**src/rtl/load_align_pkg.sv**
```systemverilog
package load_align_pkg;
  typedef enum logic [1:0] {SZ_BYTE = 2'd0, SZ_HALF = 2'd1, SZ_WORD = 2'd2} size_e;

  function automatic int size_bytes(input logic [1:0] sz, input int reg_b);
    case (sz)
      2'd0:    return 1;
      2'd1:    return 2;
      default: return reg_b;
    endcase
  endfunction
endpackage

```
**src/rtl/align_check.sv**
```systemverilog
module align_check import load_align_pkg::*; #(
  parameter int REG_W   = 32,
  parameter int FETCH_B = 8,
  localparam int OFF_W  = $clog2(FETCH_B)
) (
  input  logic [OFF_W-1:0] off_i,
  input  logic [1:0]       size_i,
  input  logic             strict_i,
  output logic             fault_o,
  output logic             split_o
);
  logic [OFF_W:0] nb, last;

  always_comb begin
    nb      = (OFF_W+1)'(size_bytes(size_i, REG_W/8));
    last    = {1'b0, off_i} + nb - (OFF_W+1)'(1);
    split_o = last[OFF_W];
    fault_o = strict_i && ((off_i & (nb[OFF_W-1:0] - OFF_W'(1))) != '0);
  end

  always_comb begin
    if (size_i == SZ_BYTE) p_byte_no_split_r5: assert (!split_o);
    if (off_i == '0)       p_off0_no_fault_r7: assert (!fault_o);
  end
endmodule

```
**src/rtl/align_shifter.sv**
```systemverilog
module align_shifter #(
  parameter int REG_W   = 32,
  parameter int FETCH_W = 64,
  localparam int OFF_W  = $clog2(FETCH_W/8),
  localparam int WIN_W  = 2*FETCH_W
) (
  input  logic [WIN_W-1:0] win_i,
  input  logic [OFF_W-1:0] shamt_i,
  output logic [REG_W-1:0] data_o
);
  logic [WIN_W-1:0] stage [OFF_W+1];
  assign stage[0] = win_i;

  // log-depth byte shifter: stage s moves by 2^s bytes
  for (genvar s = 0; s < OFF_W; s++) begin : g_stage
    assign stage[s+1] = shamt_i[s] ? (stage[s] >> (8 << s)) : stage[s];
  end

  assign data_o = REG_W'(stage[OFF_W]);
endmodule

```
**src/rtl/load_extend.sv**
```systemverilog
module load_extend import load_align_pkg::*; #(
  parameter int REG_W = 32
) (
  input  logic [REG_W-1:0] raw_i,
  input  logic [1:0]       size_i,
  input  logic             signed_i,
  output logic [REG_W-1:0] data_o
);
  always_comb begin
    case (size_i)
      SZ_BYTE: data_o = {{(REG_W-8){signed_i & raw_i[7]}}, raw_i[7:0]};
      SZ_HALF: data_o = {{(REG_W-16){signed_i & raw_i[15]}}, raw_i[15:0]};
      default: data_o = raw_i;
    endcase
  end

  always_comb begin
    if (size_i == SZ_BYTE && !signed_i) p_zext_byte_r3: assert (data_o[REG_W-1:8] == '0);
    if (size_i == SZ_HALF && signed_i)  p_sext_half_r3: assert (data_o[REG_W-1] == data_o[15]);
  end
endmodule

```
**src/rtl/load_aligner.sv**
```systemverilog
module load_aligner import load_align_pkg::*; #(
  parameter int REG_W = 32,
  parameter int AW    = 32,
  localparam int FETCH_W = 2*REG_W,
  localparam int FETCH_B = FETCH_W/8,
  localparam int OFF_W   = $clog2(FETCH_B),
  localparam int IDX_W   = AW - OFF_W
) (
  input  logic               clk_i,
  input  logic               rst_ni,
  input  logic               req_valid_i,
  output logic               req_ready_o,
  input  logic [AW-1:0]      req_addr_i,
  input  logic [1:0]         req_size_i,
  input  logic               req_signed_i,
  input  logic               strict_i,
  output logic               mem_req_o,
  output logic [IDX_W-1:0]   mem_addr_o,
  input  logic [FETCH_W-1:0] mem_rdata_i,
  output logic               resp_valid_o,
  input  logic               resp_ready_i,
  output logic [REG_W-1:0]   resp_data_o,
  output logic               resp_fault_o
);
  typedef enum logic [1:0] {ST_IDLE, ST_FIRST, ST_SECOND, ST_RESP} state_e;

  state_e             state_q;
  logic [OFF_W-1:0]   off_q;
  logic [IDX_W-1:0]   idx_q;
  logic [1:0]         size_q;
  logic               sgn_q, split_q;
  logic [FETCH_W-1:0] lo_q;
  logic [REG_W-1:0]   data_q;
  logic               fault_q;

  logic fault_w, split_w, accept;
  logic [2*FETCH_W-1:0] win;
  logic [REG_W-1:0] raw, ext;

  align_check #(.REG_W(REG_W), .FETCH_B(FETCH_B)) u_check (
    .off_i(req_addr_i[OFF_W-1:0]), .size_i(req_size_i), .strict_i(strict_i),
    .fault_o(fault_w), .split_o(split_w)
  );

  assign req_ready_o  = (state_q == ST_IDLE);
  assign accept       = req_valid_i && req_ready_o;
  assign mem_req_o    = (accept && !fault_w) || (state_q == ST_FIRST && split_q);
  assign mem_addr_o   = (state_q == ST_IDLE) ? req_addr_i[AW-1:OFF_W] : idx_q + IDX_W'(1);
  assign resp_valid_o = (state_q == ST_RESP);
  assign resp_data_o  = data_q;
  assign resp_fault_o = fault_q;

  // second fetch supplies the high half of the window
  assign win = (state_q == ST_SECOND) ? {mem_rdata_i, lo_q} : {FETCH_W'(0), mem_rdata_i};

  align_shifter #(.REG_W(REG_W), .FETCH_W(FETCH_W)) u_shift (
    .win_i(win), .shamt_i(off_q), .data_o(raw)
  );

  load_extend #(.REG_W(REG_W)) u_ext (
    .raw_i(raw), .size_i(size_q), .signed_i(sgn_q), .data_o(ext)
  );

  always_ff @(posedge clk_i or negedge rst_ni) begin
    if (!rst_ni) begin
      state_q <= ST_IDLE;
      off_q   <= '0;
      idx_q   <= '0;
      size_q  <= '0;
      sgn_q   <= 1'b0;
      split_q <= 1'b0;
      lo_q    <= '0;
      data_q  <= '0;
      fault_q <= 1'b0;
    end else begin
      case (state_q)
        ST_IDLE: if (accept) begin
          off_q   <= req_addr_i[OFF_W-1:0];
          idx_q   <= req_addr_i[AW-1:OFF_W];
          size_q  <= req_size_i;
          sgn_q   <= req_signed_i;
          split_q <= split_w;
          if (fault_w) begin
            data_q  <= '0;
            fault_q <= 1'b1;
            state_q <= ST_RESP;
          end else begin
            fault_q <= 1'b0;
            state_q <= ST_FIRST;
          end
        end
        ST_FIRST: if (split_q) begin
          lo_q    <= mem_rdata_i;
          state_q <= ST_SECOND;
        end else begin
          data_q  <= ext;
          state_q <= ST_RESP;
        end
        ST_SECOND: begin
          data_q  <= ext;
          state_q <= ST_RESP;
        end
        default: if (resp_ready_i) state_q <= ST_IDLE;
      endcase
    end
  end

  p_busy_not_ready_r8: assert property (@(posedge clk_i) disable iff (!rst_ni)
    resp_valid_o |-> !req_ready_o);
  p_hold_resp_r8: assert property (@(posedge clk_i) disable iff (!rst_ni)
    resp_valid_o && !resp_ready_i |=> resp_valid_o && $stable(resp_data_o) && $stable(resp_fault_o));
  p_fault_zero_r6: assert property (@(posedge clk_i) disable iff (!rst_ni)
    resp_valid_o && resp_fault_o |-> resp_data_o == '0);
  p_fault_fast_r6: assert property (@(posedge clk_i) disable iff (!rst_ni)
    $rose(resp_valid_o) && resp_fault_o |-> $past(accept));
  p_next_word_r5: assert property (@(posedge clk_i) disable iff (!rst_ni)
    mem_req_o && !req_ready_o |-> mem_addr_o == $past(mem_addr_o) + IDX_W'(1));
  p_fetch_before_r4: assert property (@(posedge clk_i) disable iff (!rst_ni)
    $rose(resp_valid_o) && !resp_fault_o |-> $past(mem_req_o, 2));
endmodule

```
**config.mk**
```make
export PLATFORM = sky130hd
export DESIGN_NAME = load_aligner
export DESIGN_NICKNAME = d
export VERILOG_FILES = /design/src/rtl/load_align_pkg.sv /design/src/rtl/align_check.sv /design/src/rtl/align_shifter.sv /design/src/rtl/load_extend.sv /design/src/rtl/load_aligner.sv
export SDC_FILE = /design/constraint.sdc
export NUM_CORES = 1
export LEC_CHECK = 0
export ABC_AREA = 1
export BUFFER_PORTS_ARGS = -buffer_cell sky130_fd_sc_hd__buf_4
export CORE_MARGIN = 2
export CORE_UTILIZATION = 40
export CTS_CLUSTER_SIZE = 40
export DETAILED_ROUTE_END_ITERATION = 8
export GPL_TIMING_DRIVEN = 1
export PLACE_DENSITY = 0.69
export SETUP_SLACK_MARGIN = 0.1
export SLEW_MARGIN = 20
export SYNTH_ARGS = -nofsm -noshare
export SYNTH_HDL_FRONTEND = slang
export SYNTH_SLANG_ARGS = --single-unit
```
**constraint.sdc**
```tcl
create_clock -name clk_i -period 5.65 [get_ports clk_i]
set_input_delay 1.13 -clock clk_i [delete_from_list [all_inputs] [get_ports clk_i]]
set_output_delay 1.13 -clock clk_i [all_outputs]
set_load 0.01 [all_outputs]
```
After elaboration in Yosys (flattened, before gate mapping):

Index checks and enable logic that the tools add are counted.

* multipliers: 0
* multiplexer cells: 17
* bitwise gates (word level): 3
* $add $sub $neg: 4
* shift-type cells: 0
* equality and inequality tests: 8
* reduce and logical (&&, ||, !) cells: 16
* divide/modulo/power cells: 0
* magnitude comparators: 0

Operators by type and width (number)
* $mux 32: 4
* $pmux 32 s3: 1
* $mux 88: 1
* $mux 80: 1
* $mux 64: 1
* $pmux 32 s2: 1
* $add 29x1->29 const B: 1
* $mux 29: 1
* $eq 2x1->1 const B: 3
* $logic_not 2->1: 3
* $mux 2: 3
* $pmux 2 s3: 1
* $pmux 3 s2: 1
* $reduce_and 2->1: 3
* $reduce_bool 3->1: 2
* $add 3x3->4: 1
* $eq 2x2->1 const B: 2
* $logic_and 1x1->1: 4
* $ne 2x1->1 const B: 2
* $reduce_and 4->1: 1
* $reduce_bool 4->1: 1
* $sub 4x1->4 const B: 1
* $and 3x3->3: 1
* $sub 3x1->3 const B: 1
* 5 further kinds: 7

* memories kept: 0
* bits in read-only memories: 0
* RAM bits: 0
* bits in registers: 135
* bits of input ports: 104
* bits in latches: 0

Depth between registers and ports, before layout:

* depth after elaboration: 9
* gate-level depth with buffers: 15
* gate-level depth less buffers: 13

Hierarchy:

Synthesis repeated with hierarchy kept, for this count alone.

* cell total of the unflattened synthesis: 1585
* area, all modules: 10015.9 um2

Modules (own cells, without submodules)
* load_aligner: cells each 1066, instances 1, area each 7492.2 um2, sequential area each 3378.2 um2
* align_shifter: cells each 424, instances 1, area each 1939.4 um2, sequential area each 0.0 um2
* load_extend: cells each 72, instances 1, area each 466.7 um2, sequential area each 0.0 um2
* align_check: cells each 23, instances 1, area each 117.6 um2, sequential area each 0.0 um2

Worst setup path after synthesis:

Ideal clock, no wire load.

* path type: input port to output port
* start: in req_size_i[1]
* end: out mem_req_o
* data required time: 4520 ps
* stages on the path: 9
* arrival: 2274 ps
* path buffers: 0
* path slack: 2246 ps
* cell sequence: inv_2 nand2_1 ha_1 or2_2 nand3_1 nand2_1 nand2_1 nand2_1 o21ai_0

* longest elaborated chain between the ends: 9
* elaborated cells on any way between the ends: 10

Ends and longest elaborated chain
* from (decl): RTL line load_aligner.sv:14 `input logic [1:0] req_size_i,`
* $eq 2x1->1 or $logic_not 2->1 (tied branches)
* $pmux 3 s2 *: RTL line load_align_pkg.sv:5 `case (sz)`
* $sub 3x1->3 *: RTL line align_check.sv:18 `fault_o = strict_i && ((off_i & (nb[OFF_W-1:0] - OFF_W'(1))) != '0);`
* $and 3x3->3 *: RTL line align_check.sv:18
* $reduce_bool 3->1 *: RTL line align_check.sv:18
* $logic_and 1x1->1 *: RTL line align_check.sv:18
* $logic_not 1->1 *: RTL line load_aligner.sv:47 `assign mem_req_o = (accept && !fault_w) || (state_q == ST_FIRST && split_q);`
* $logic_and 1x1->1 *: RTL line load_aligner.sv:47
* $logic_or 1x1->1 *: RTL line load_aligner.sv:47
* to (decl): RTL line load_aligner.sv:17 `output logic mem_req_o,`

Mark *: on every way between the ends. The rest lies on a longest branch, timed or not.

Worst setup path after layout:

Ends and elaborated chain as after synthesis.

==> results.md <==
- Outcome: complete, no violations
- CP dominant cell by count: nand2_1
- Final setup viols: 0
- Starting Density: 40.5%
- Slew Limit Fails: 0
- Synth Net Count: 1596
- Data required time of the worst path: 4520 ps
- Detailed Route WL: 31300 µm
- CP peak stage delay: 290 ps
- First-pass GRT wire length: 50000 µm
- Drt via density: 5.18
- Synth Flop Type: dfrtp_1
- Mean Syn Cell Area: 6.38 µm²
- Area Growth Syn to Fin: 20.0%
- TNS Setup: 0 ps
- Final core occ: 48.6%
- Hold_sp: lo_q[51]
- Normalized max-slew margin: 28.8%
- Worst vdd ir: 0.000322 V
- # resized after CTS: 0
- Switching share of power: 49.6%
- Worst Path Max Fanout: 4
- Full die area: 24900 µm²
- Post-detail-place hpwl: 22000 µm
- Clk_lat worst skew: 430 ps
- CTS tree: built
- Clock buffer depth: 2
- GPL Wtd Cong: 0.907
- Reg2reg start: state_q[1]
- Vias in the first global route: 9312
- Internal power: 0.00356 W
- CP cell instances: buf_4 -> inv_2 -> nand2_1 -> ha_1 -> or2_2 -> nand3_1 -> nand2_1 -> nand2_1 -> nand2_1 -> o21ai_0 -> buf_4
- Core Rows: 56
- CTS Hold Bufs: 0
- CORE AREA: 23300 µm²
- Synthesized flop and latch total: 135
- Hold-critical path depth: 2
- Share of layout cells above drive strength 1: 15.5%
- Postcts setup bufs: 0
- # DRC: 0
- Synth unique cells: 38
- Top cell type's share of synthesized area: 35.7%
- Drt wl/cell: 16.3 µm
- Mapped Area: 9460 µm²
- Iter 0 DRT Violations: 862
- Clock buffer count from CTS: 17
- Buf/Inv on CP: 3
- NetSw: 0.00350 W
- Number of flops mapped to enable cells by yosys: 0
- Power share of the combinational group: 57.3%
- Buffers on Ports: 168
- Most frequent cell after synthesis: nand2_1
- Clock sink count: 135
- Unrepaired setup endpoints after global routing: false
- Clock power share: 17.0%
- CP arrival: 2630 ps
- Max cap viols: 0
- NumNets Final: 1706
- Die height: 158 µm
- R2R depth: 10
- Die X: 158 µm
- Worst-margin pin slew: 1070 ps
- Antenna diodes: 0
- LEAKAGE: 6.00 nW
- Crit path max-delay family: simple AND/OR/NAND/NOR gates
- Vias: 9970
- Initial antenna violation count: 0
- Fmax: 0.266 GHz
- Setup crit start: req_size_i[1]
- Slowest CP cell: or2_2
- H-tree Lvls: 4
- Commonest cells post-synth: nand2_1 (655), nand3_1 (160), dfrtp_1 (135)
- Largest area contributor in the netlist: dfrtp_1
- WP depth: 11
- Clock skew: 9.04 ps
- Pin count of the biggest net entering global routing: 91
- Reg2Reg Setup Slack: 2330 ps
- GRT Util Overall: 26.0%
- PwrDens: 623 nW/µm²
- Crit Path Class: primary input to output port
- Aggregate global routing overflow: 0
- DRT Pass-1 Iters: 5
- HP Class: register to register
- CTS root buf: clkbuf_16
- # IOs: 169
- Hold Violations, Final: 0
- Area contributors post-synth: dfrtp_1 (36%), nand2_1 (26%), nand3_1 (8.5%)
- Final period util: 66.5%
- Async set-or-reset flop fraction in the synthesized netlist: 100%
- Clock-pin slew on the worst setup and hold paths: 60 ps
- Warnings, synthesis: 0
- Fin crit period: 3760 ps
- Worst setup EP type: output port
- Seq pwr share: 25.7%
- Register area share after synthesis: 35.7%
- Synth Instances: 1482
- Startpoint types: primary input
- Hold slack: 480 ps
- Routed Antenna Nets: 0
-- flip-flops by register name (all words and copies together) (netlist names) --
name          count
state_q           2
size_q            2
lo_q             64
resp_fault_o      1
sgn_q             1
off_q             3
resp_data_o      32
split_q           1
idx_q            29
-- power groups by stage --
stage                     sequential, W  combinational [W]  clock (W)
after floorplan                 0.00171            0.00292          0
after global placement          0.00182            0.00396          0
after detailed placement        0.00182            0.00401          0
after CTS                       0.00182            0.00403    0.00121
after global routing            0.00188            0.00457    0.00126
final                           0.00182            0.00405    0.00120
-- through the flow --
stage	cell area [µm²]	worst slack, ps	instances	total power (W)
after floorplan	9460	2250	1482	0.00463
after global placement	10700	1910	1892	0.00578
after detailed placement	10700	1920	1892	0.00583
after CTS	11300	1910	1923	0.00706
after global routing	11300	1780	1923	0.00771
final	11300	1890	1923	0.00707
-- cell type report --
cell class              count  area, µm²
clock buffers              19        443
fillers                  2395      12000
clock inverters            12        176
flip-flops and latches    135       3380
inverters                  83        314
repair buffers            179       1350
multi-input cells        1176       5290
well taps                 319        399
-- cell usage in the layout (no fill, tap or decap), drive strengths merged --
cell        n
nand2     659
buf       179
nand3     170
dfrtp     135
nor2      127
o21ai     112
inv        84
o211ai     26
clkbuf     19
nor3       15
a21oi      14
xor2       11
ha         10
mux2        9
nand4       5
o22ai       5
clkinv      5
bufinv      4
a31oi       3
a21boi      2
xnor2       2
clkinvlp    2
or2         2
nand3b      1
o21bai      1
a22oi       1
a211oi      1
-- kinds of logic after synthesis --
group	synth area share [%]
DFF	35.7
AOI/OAI and AO/OA	9.74
buffers and inverters	8.44
muxes	1.07
xor gates and xnor gates	1.20
and+or+nand+nor	42.5
adders and majority gates	1.32
-- per-layer routing --
layer | part of all wire (%) | track usage [%]
met1 | 45 | 36.0
met2 | 44 | 38.8
met3 | 7.1 | 5.15
met4 | 4.5 | 12.2
met5 | 0 | 0
-- worst min-delay path: cells and delay by family (launching register included) --
kind / cells / cell delay, ps
flops: 1 / 340
simple gates: 2 / 110
-- path summary, 6_finish.rpt --
kind / end
setup / recovery: mem_req_o
hold / removal: lo_q[51]
setup reg to reg: resp_data_o[4]
hold reg to reg: lo_q[51]
max in group asynchronous: lo_q[4]
min in group asynchronous: lo_q[46]
Power figures use the tool's default switching activity.
